===== src/rtl/rxs_pkg.sv =====
package rxs_pkg;

    typedef enum logic [2:0] {
        ST_IDLE  = 3'd0,
        ST_START = 3'd1,
        ST_DATA  = 3'd2,
        ST_PAR   = 3'd3,
        ST_STOP1 = 3'd4,
        ST_STOP2 = 3'd5,
        ST_HOLD  = 3'd6
    } rx_state_e;

    // Parity mode codes shared with the transmitter: bit 2 enables parity,
    // bit 0 selects a fixed level, bit 1 selects even or space.
    localparam logic [2:0] PAR_NONE  = 3'b000;
    localparam logic [2:0] PAR_ODD   = 3'b100;
    localparam logic [2:0] PAR_MARK  = 3'b101;
    localparam logic [2:0] PAR_EVEN  = 3'b110;
    localparam logic [2:0] PAR_SPACE = 3'b111;

endpackage


===== src/rtl/rxs_sync.sv =====
// Multi-flop synchronizer for the asynchronous line; resets to the idle level.
module rxs_sync #(
    parameter int STAGES = 2
) (
    input  logic clk,
    input  logic rst_n,
    input  logic din,
    output logic dout
);

    logic [STAGES-1:0] chain_d, chain_q;

    always_comb begin
        chain_d = {chain_q[STAGES-2:0], din};
    end

    always_ff @(posedge clk or negedge rst_n) begin
        if (!rst_n) begin
            chain_q <= '1;
        end else begin
            chain_q <= chain_d;
        end
    end

    assign dout = chain_q[STAGES-1];

endmodule


===== src/rtl/rxs_parity.sv =====
// Decodes the parity mode and produces the bit the line must carry.
// The character arrives zero-extended, so a full-width reduction is exact.
module rxs_parity #(
    parameter int DATA_MAX = 8
) (
    input  logic [2:0]          mode,
    input  logic [DATA_MAX-1:0] data,
    output logic                enable,
    output logic                expect_bit
);

    logic ones_odd;

    always_comb begin
        ones_odd   = ^data;
        enable     = mode[2];
        expect_bit = 1'b0;
        if (mode[0]) begin
            // fixed level: mark -> 1, space -> 0
            expect_bit = ~mode[1];
        end else if (mode[1]) begin
            // even: total count of ones including parity is even
            expect_bit = ones_odd;
        end else begin
            // odd: total count of ones including parity is odd
            expect_bit = ~ones_odd;
        end
    end

endmodule


===== src/rtl/rxs_framer.sv =====
// Frame state machine: start qualification, centre sampling, parity and
// stop checks, push or overrun decision.
module rxs_framer
    import rxs_pkg::*;
#(
    parameter int OVS      = 8,
    parameter int QUAL     = 4,
    parameter int DATA_MAX = 8,
    parameter int LEN_W    = 2
) (
    input  logic                clk,
    input  logic                rst_n,
    input  logic                tick,
    input  logic                line,
    input  logic [LEN_W-1:0]    cfg_len,
    input  logic                cfg_two_stop,
    input  logic                par_en,
    input  logic                par_exp,
    input  logic                fifo_full,
    output logic [DATA_MAX-1:0] data_q,
    output logic                err_q,
    output logic                push_q,
    output logic                ovr_q
);

    localparam int CNT_W    = $clog2(OVS);
    localparam int IDX_W    = $clog2(DATA_MAX);
    localparam int MIN_BITS = DATA_MAX - (2 ** LEN_W) + 1;
    localparam logic [CNT_W-1:0] CNT_LAST = CNT_W'(OVS - 1);
    localparam logic [CNT_W-1:0] CNT_QUAL = CNT_W'(QUAL - 1);

    typedef struct packed {
        rx_state_e           st;
        logic [CNT_W-1:0]    cnt;
        logic [IDX_W-1:0]    idx;
        logic [DATA_MAX-1:0] data;
        logic                err;
        logic                push;
        logic                ovr;
    } frame_t;

    localparam frame_t FRAME_RST = '{
        st:   ST_IDLE,
        cnt:  '0,
        idx:  '0,
        data: '0,
        err:  1'b0,
        push: 1'b0,
        ovr:  1'b0
    };

    frame_t           fr_d, fr_q;
    logic             bit_due;
    logic             finish;
    logic [IDX_W-1:0] last_idx;

    always_comb begin
        fr_d     = fr_q;
        fr_d.push = 1'b0;
        fr_d.ovr  = 1'b0;
        finish   = 1'b0;
        last_idx = IDX_W'(MIN_BITS - 1) + IDX_W'(cfg_len);
        bit_due  = tick && (fr_q.cnt == CNT_LAST);

        // bit-period counter runs in every sampling state
        if (tick && (fr_q.st inside {ST_DATA, ST_PAR, ST_STOP1, ST_STOP2})) begin
            fr_d.cnt = bit_due ? '0 : fr_q.cnt + 1'b1;
        end

        case (fr_q.st)
            ST_IDLE: begin
                if (tick && !line) begin
                    fr_d.st  = ST_START;
                    fr_d.cnt = '0;
                end
            end
            ST_START: begin
                if (tick) begin
                    if (fr_q.cnt == CNT_QUAL) begin
                        if (line) begin
                            fr_d.st = ST_IDLE;
                        end else begin
                            fr_d.st   = ST_DATA;
                            fr_d.cnt  = '0;
                            fr_d.idx  = '0;
                            fr_d.data = '0;
                            fr_d.err  = 1'b0;
                        end
                    end else begin
                        fr_d.cnt = fr_q.cnt + 1'b1;
                    end
                end
            end
            ST_DATA: begin
                if (bit_due) begin
                    fr_d.data[fr_q.idx] = line;
                    if (fr_q.idx == last_idx) begin
                        fr_d.st = par_en ? ST_PAR : ST_STOP1;
                    end else begin
                        fr_d.idx = fr_q.idx + 1'b1;
                    end
                end
            end
            ST_PAR: begin
                if (bit_due) begin
                    if (line != par_exp) begin
                        fr_d.err = 1'b1;
                    end
                    fr_d.st = ST_STOP1;
                end
            end
            ST_STOP1: begin
                if (bit_due) begin
                    if (!line) begin
                        fr_d.err = 1'b1;
                    end
                    if (cfg_two_stop) begin
                        fr_d.st = ST_STOP2;
                    end else begin
                        finish = 1'b1;
                    end
                end
            end
            ST_STOP2: begin
                if (bit_due) begin
                    if (!line) begin
                        fr_d.err = 1'b1;
                    end
                    finish = 1'b1;
                end
            end
            ST_HOLD: begin
                if (line) begin
                    fr_d.st = ST_IDLE;
                end
            end
            default: begin
                fr_d.st = ST_IDLE;
            end
        endcase

        if (finish) begin
            if (fifo_full) begin
                fr_d.ovr = 1'b1;
            end else begin
                fr_d.push = 1'b1;
            end
            // a low final stop (break or framing fault) must see the line
            // return high before another start can be taken
            fr_d.st = line ? ST_IDLE : ST_HOLD;
        end
    end

    always_ff @(posedge clk or negedge rst_n) begin
        if (!rst_n) begin
            fr_q <= FRAME_RST;
        end else begin
            fr_q <= fr_d;
        end
    end

    assign data_q = fr_q.data;
    assign err_q  = fr_q.err;
    assign push_q = fr_q.push;
    assign ovr_q  = fr_q.ovr;

endmodule


===== src/rtl/rx_oversampler.sv =====
module rx_oversampler #(
    parameter int OVS         = 8,
    parameter int QUAL        = 4,
    parameter int DATA_MAX    = 8,
    parameter int LEN_W       = 2,
    parameter int WORD_W      = 32,
    parameter int SYNC_STAGES = 2
) (
    input  logic              clk,
    input  logic              rst_n,
    input  logic              tick_x8,
    input  logic              rx_serial,
    input  logic [LEN_W-1:0]  cfg_len,
    input  logic              cfg_two_stop,
    input  logic [2:0]        cfg_parity,
    input  logic              fifo_full,
    output logic              push,
    output logic [WORD_W-1:0] push_word,
    output logic              push_err,
    output logic              overrun
);

    localparam int PAD_W = WORD_W - DATA_MAX;

    logic                line_s;
    logic                par_en;
    logic                par_exp;
    logic [DATA_MAX-1:0] char_q;

    rxs_sync #(
        .STAGES (SYNC_STAGES)
    ) u_sync (
        .clk  (clk),
        .rst_n(rst_n),
        .din  (rx_serial),
        .dout (line_s)
    );

    rxs_parity #(
        .DATA_MAX(DATA_MAX)
    ) u_parity (
        .mode      (cfg_parity),
        .data      (char_q),
        .enable    (par_en),
        .expect_bit(par_exp)
    );

    rxs_framer #(
        .OVS     (OVS),
        .QUAL    (QUAL),
        .DATA_MAX(DATA_MAX),
        .LEN_W   (LEN_W)
    ) u_framer (
        .clk         (clk),
        .rst_n       (rst_n),
        .tick        (tick_x8),
        .line        (line_s),
        .cfg_len     (cfg_len),
        .cfg_two_stop(cfg_two_stop),
        .par_en      (par_en),
        .par_exp     (par_exp),
        .fifo_full   (fifo_full),
        .data_q      (char_q),
        .err_q       (push_err),
        .push_q      (push),
        .ovr_q       (overrun)
    );

    assign push_word = {{PAD_W{1'b0}}, char_q};

endmodule


===== config.mk =====
export PLATFORM = sky130hd
export DESIGN_NAME = rx_oversampler
export DESIGN_NICKNAME = d
export VERILOG_FILES = /design/src/rtl/rxs_pkg.sv /design/src/rtl/rxs_sync.sv /design/src/rtl/rxs_parity.sv /design/src/rtl/rxs_framer.sv /design/src/rtl/rx_oversampler.sv
export SDC_FILE = /design/constraint.sdc
export NUM_CORES = 1
export LEC_CHECK = 0
export BUFFER_PORTS_ARGS = -buffer_cell sky130_fd_sc_hd__buf_2
export CORE_AREA = 5 5 73 75
export CTS_BUF_LIST = sky130_fd_sc_hd__clkbuf_16
export DETAILED_ROUTE_END_ITERATION = 16
export DIE_AREA = 0 0 78 80
export PLACE_DENSITY = 0.7
export SLEW_MARGIN = 15
export SYNTH_ARGS = -nofsm -noshare
export SYNTH_HDL_FRONTEND = slang
export SYNTH_SLANG_ARGS = --single-unit

===== constraint.sdc =====
create_clock -name clk -period 2.1 [get_ports clk]
set_input_delay 0.42 -clock clk [delete_from_list [all_inputs] [get_ports clk]]
set_output_delay 0.42 -clock clk [all_outputs]
set_load 0.01 [all_outputs]

==> impl_metrics.csv <==
group,metric,value,unit
layout,finalNetCount,230,
timing,timing.setup.tns,0,ns
clock_tree,hold_buffers,0,
worst_setup_path,worstSetupPathType,"reg2reg",
yosys,synth.area.top_cells,"dfrtp_1 29%, buf_4 14%, o21ai_1 4.6%",
worst_setup_path,crit_required,2.27,ns
layout,fillCellCount,462,
timing,rsz0062_at_grt,"false",
timing,post-route-period-util,0.863,
timing,hold_ws,0.113,ns
worst_setup_path,r2r_start,"u_framer.fr_q[14]",
yosys,ys.warnings.count,0,
worst_setup_path,crit_buf_inv,0,
layout,final_util,0.403,
yosys,yosys.area.top_type_share,0.287,
worst_setup_path,cpMaxStageDelayCell,"dfrtp_1",
routing,viasPerCell,5.04,
yosys,synth_cell_types,50,
worst_setup_path,cp_max_fo,4,
timing,period_minus_slack,1.81,ns
run,drv_cap,0,
routing,wl_per_cell,12.5,um
die,die_w,78,um
worst_setup_path,crit_arrival,1.99,ns
grt,grt_pass1_wl,5440,um
grt,grt_overflow_total,0,
die,floorplan.io_pins,46,
yosys,synth.most_common_cell,"buf_4",
die,start_util,0.380,
routing,first_iter_violations,117,
die,core_area,0.00460,mm2
clock_tree,insertion_delay,0.26,ns
worst_setup_path,crit_top_cell,"ha_1",
routing,drc,0,
yosys,ys_seq_elements,22,
yosys,syn_area,0.00175,mm2
worst_setup_path,startpoint,"u_framer.fr_q[14]",
routing,drt_first_pass_iters,4,
power_and_ir_drop,p_total,2.02,mW
yosys,synth_edf_count,0,
layout,syn_to_final_growth,6.16,%
clock_tree,clk_pin_slew,0.06,ns
worst_setup_path,cp_cell_sequence,"ha_1 -> ha_1 -> nand2b_1 -> o22ai_1 -> a221oi_2 -> and4_1 -> o31ai_2",
die,die_area,0.00624,mm2
timing,setup_viol,0,
power_and_ir_drop,peakVddDrop,0.366,mV
routing,ant_nets,0,
grt,grt_usage,0.106,
clock_tree,cts_tree,"built",
worst_setup_path,critPathMaxStageDelay,0.39,ns
place,port_buffers,21,
layout,n_antenna_cell,0,
yosys,postSynthAreaPerCell,8.69,um2
worst_setup_path,critPathCaptureType,"flip-flop",
clock_tree,h-tree-depth,1,
power_and_ir_drop,leakagePower,0.853,nW
worst_hold_path,hold_class,"in2async",
grt,antenna_found_initial,0,
layout,finalInstanceArea,0.00185,mm2
grt,first_global_vias,1185,
clock_tree,ctsResizeCount,0,
die,die_height,80,um
clock_tree,post_cts_buffers,0,
routing,wirelength,3320,um
timing,max_freq,0.552,GHz
timing,report.final.slew_viol_count,0,
layout,drive_above_1_share,0.189,
yosys,synth_flop_cell,"dfrtp_1",
die,rows,25,
yosys,ys_async_sr_fraction,1.00,
place,hpwl,2500,um
clock_tree,root_buffer,"clkbuf_16",
power_and_ir_drop,power_density,1090,mW/mm2
clock_tree,cts_buffers,3,
yosys,postSynthCellCount,201,
grt,grt_max_degree,23,
clock_tree,clockBufferDepth,2,
clock_tree,cts_sinks,22,
timing,finalHoldViolCount,0,
routing,num_vias,1340,
worst_setup_path,cp-start-kind,"flip-flop",
place,place_congestion,0.854,
yosys,ys_seq_area_frac,0.317,
place,placed_area,0.00175,mm2
worst_setup_path,critical-path-top-delay-family,"compound AO/OA/AOI/OAI gates",
timing,finalClockSkew,0.00458,ns
yosys,netlist_top_cells_count,"33 x buf_4, 20 x dfrtp_1, 16 x o21ai_1",
yosys,yosys.area.top_type,"dfrtp_1",
outcome,status,"completed",
metal layers:
metal / global-route usage / up-vias / part of all wire
li1: - / 667 / -
met1: 0.136 / 631 / 0.45
met2: 0.174 / 36 / 0.46
met3: 0.0316 / 6 / 0.067
met4: 0.0304 / 0 / 0.014
met5: 0 / - / 0
metrics by stage:
step | cells | setup WS (ns)
floorplan | 224 | 0.381
global placement | 262 | 0.322
detailed placement | 262 | 0.286
CTS | 266 | 0.277
global route | 266 | 0.122
finish | 266 | 0.287
area by class of cell:
class / count / area [um2] / share of cell area
Multi-Input combinational cell: 151 / 960 / 0.518
Clock buffer: 3 / 75.1 / 0.0405
Timing Repair Buffer: 24 / 128 / 0.0688
Clock inverter: 1 / 30.0 / 0.0162
Sequential cell: 22 / 553 / 0.298
Inverter: 11 / 41.3 / 0.0223
Tap cell: 54 / 67.6 / 0.0364
logic make-up (layout without fill, tap and decap cells):
logic type / Yosys count / in the layout / synth area share
compound gates: 54 / 54 / 0.206
simple gates: 54 / 54 / 0.181
buf+inv: 51 / 39 / 0.183
flops: 22 / 22 / 0.317
xor+xnor: 10 / 10 / 0.0501
fa+ha+maj: 6 / 6 / 0.0430
mux: 3 / 3 / 0.0179
other cells: 1 / 24 / 0.00215
worst register-to-register path, cell delays in order (launching register included):
cell	delay [ns]
dfrtp_1	0.39
ha_1	0.22
ha_1	0.21
nand2b_1	0.16
o22ai_1	0.24
a221oi_2	0.12
and4_1	0.24
o31ai_2	0.16
registers in the layout (all words and copies together) (netlist names):
| name | count |
|---|---|
| u_sync.chain_q | 2 |
| u_framer.ovr_q | 1 |
| u_framer.push_q | 1 |
| u_framer.fr_q | 9 |
| u_framer.data_q | 8 |
| u_framer.err_q | 1 |
cells in the final DEF, fill, tap and decap left out, types with 3 or more instances in the layout:
cell type / instances
o21ai_1: 16
buf_4: 3
and2_1: 3
o31a_1: 3
nand2_1: 9
inv_1: 10
a21oi_1: 14
xnor2_1: 7
nor2b_1: 6
o22ai_1: 4
conb_1: 24
dfrtp_1: 20
nor2_1: 5
nand3_1: 7
nand2b_1: 8
ha_1: 6
xor2_1: 3
clkbuf_16: 3
buf_2: 21
path summary, 6_finish.rpt:
kind | end | slack, ns | cells past startpoint
max in group asynchronous | u_sync.chain_q[1] | 1.63 | 1
min in group clk | u_sync.chain_q[0] | 0.27 | 1
min reg2reg | u_sync.chain_q[1] | 0.36 | 0
max reg2reg | u_framer.fr_q[19] | 0.29 | 7
max | u_framer.fr_q[19] | 0.29 | 7
min | u_framer.err_q | 0.11 | 1
where the power goes:
group,switching (mW),total [mW],internal [mW]
clock network,0.153,0.532,0.379
logic,0.489,0.873,0.384
registers,0.114,0.616,0.503
Power figures use the tool's default switching activity.
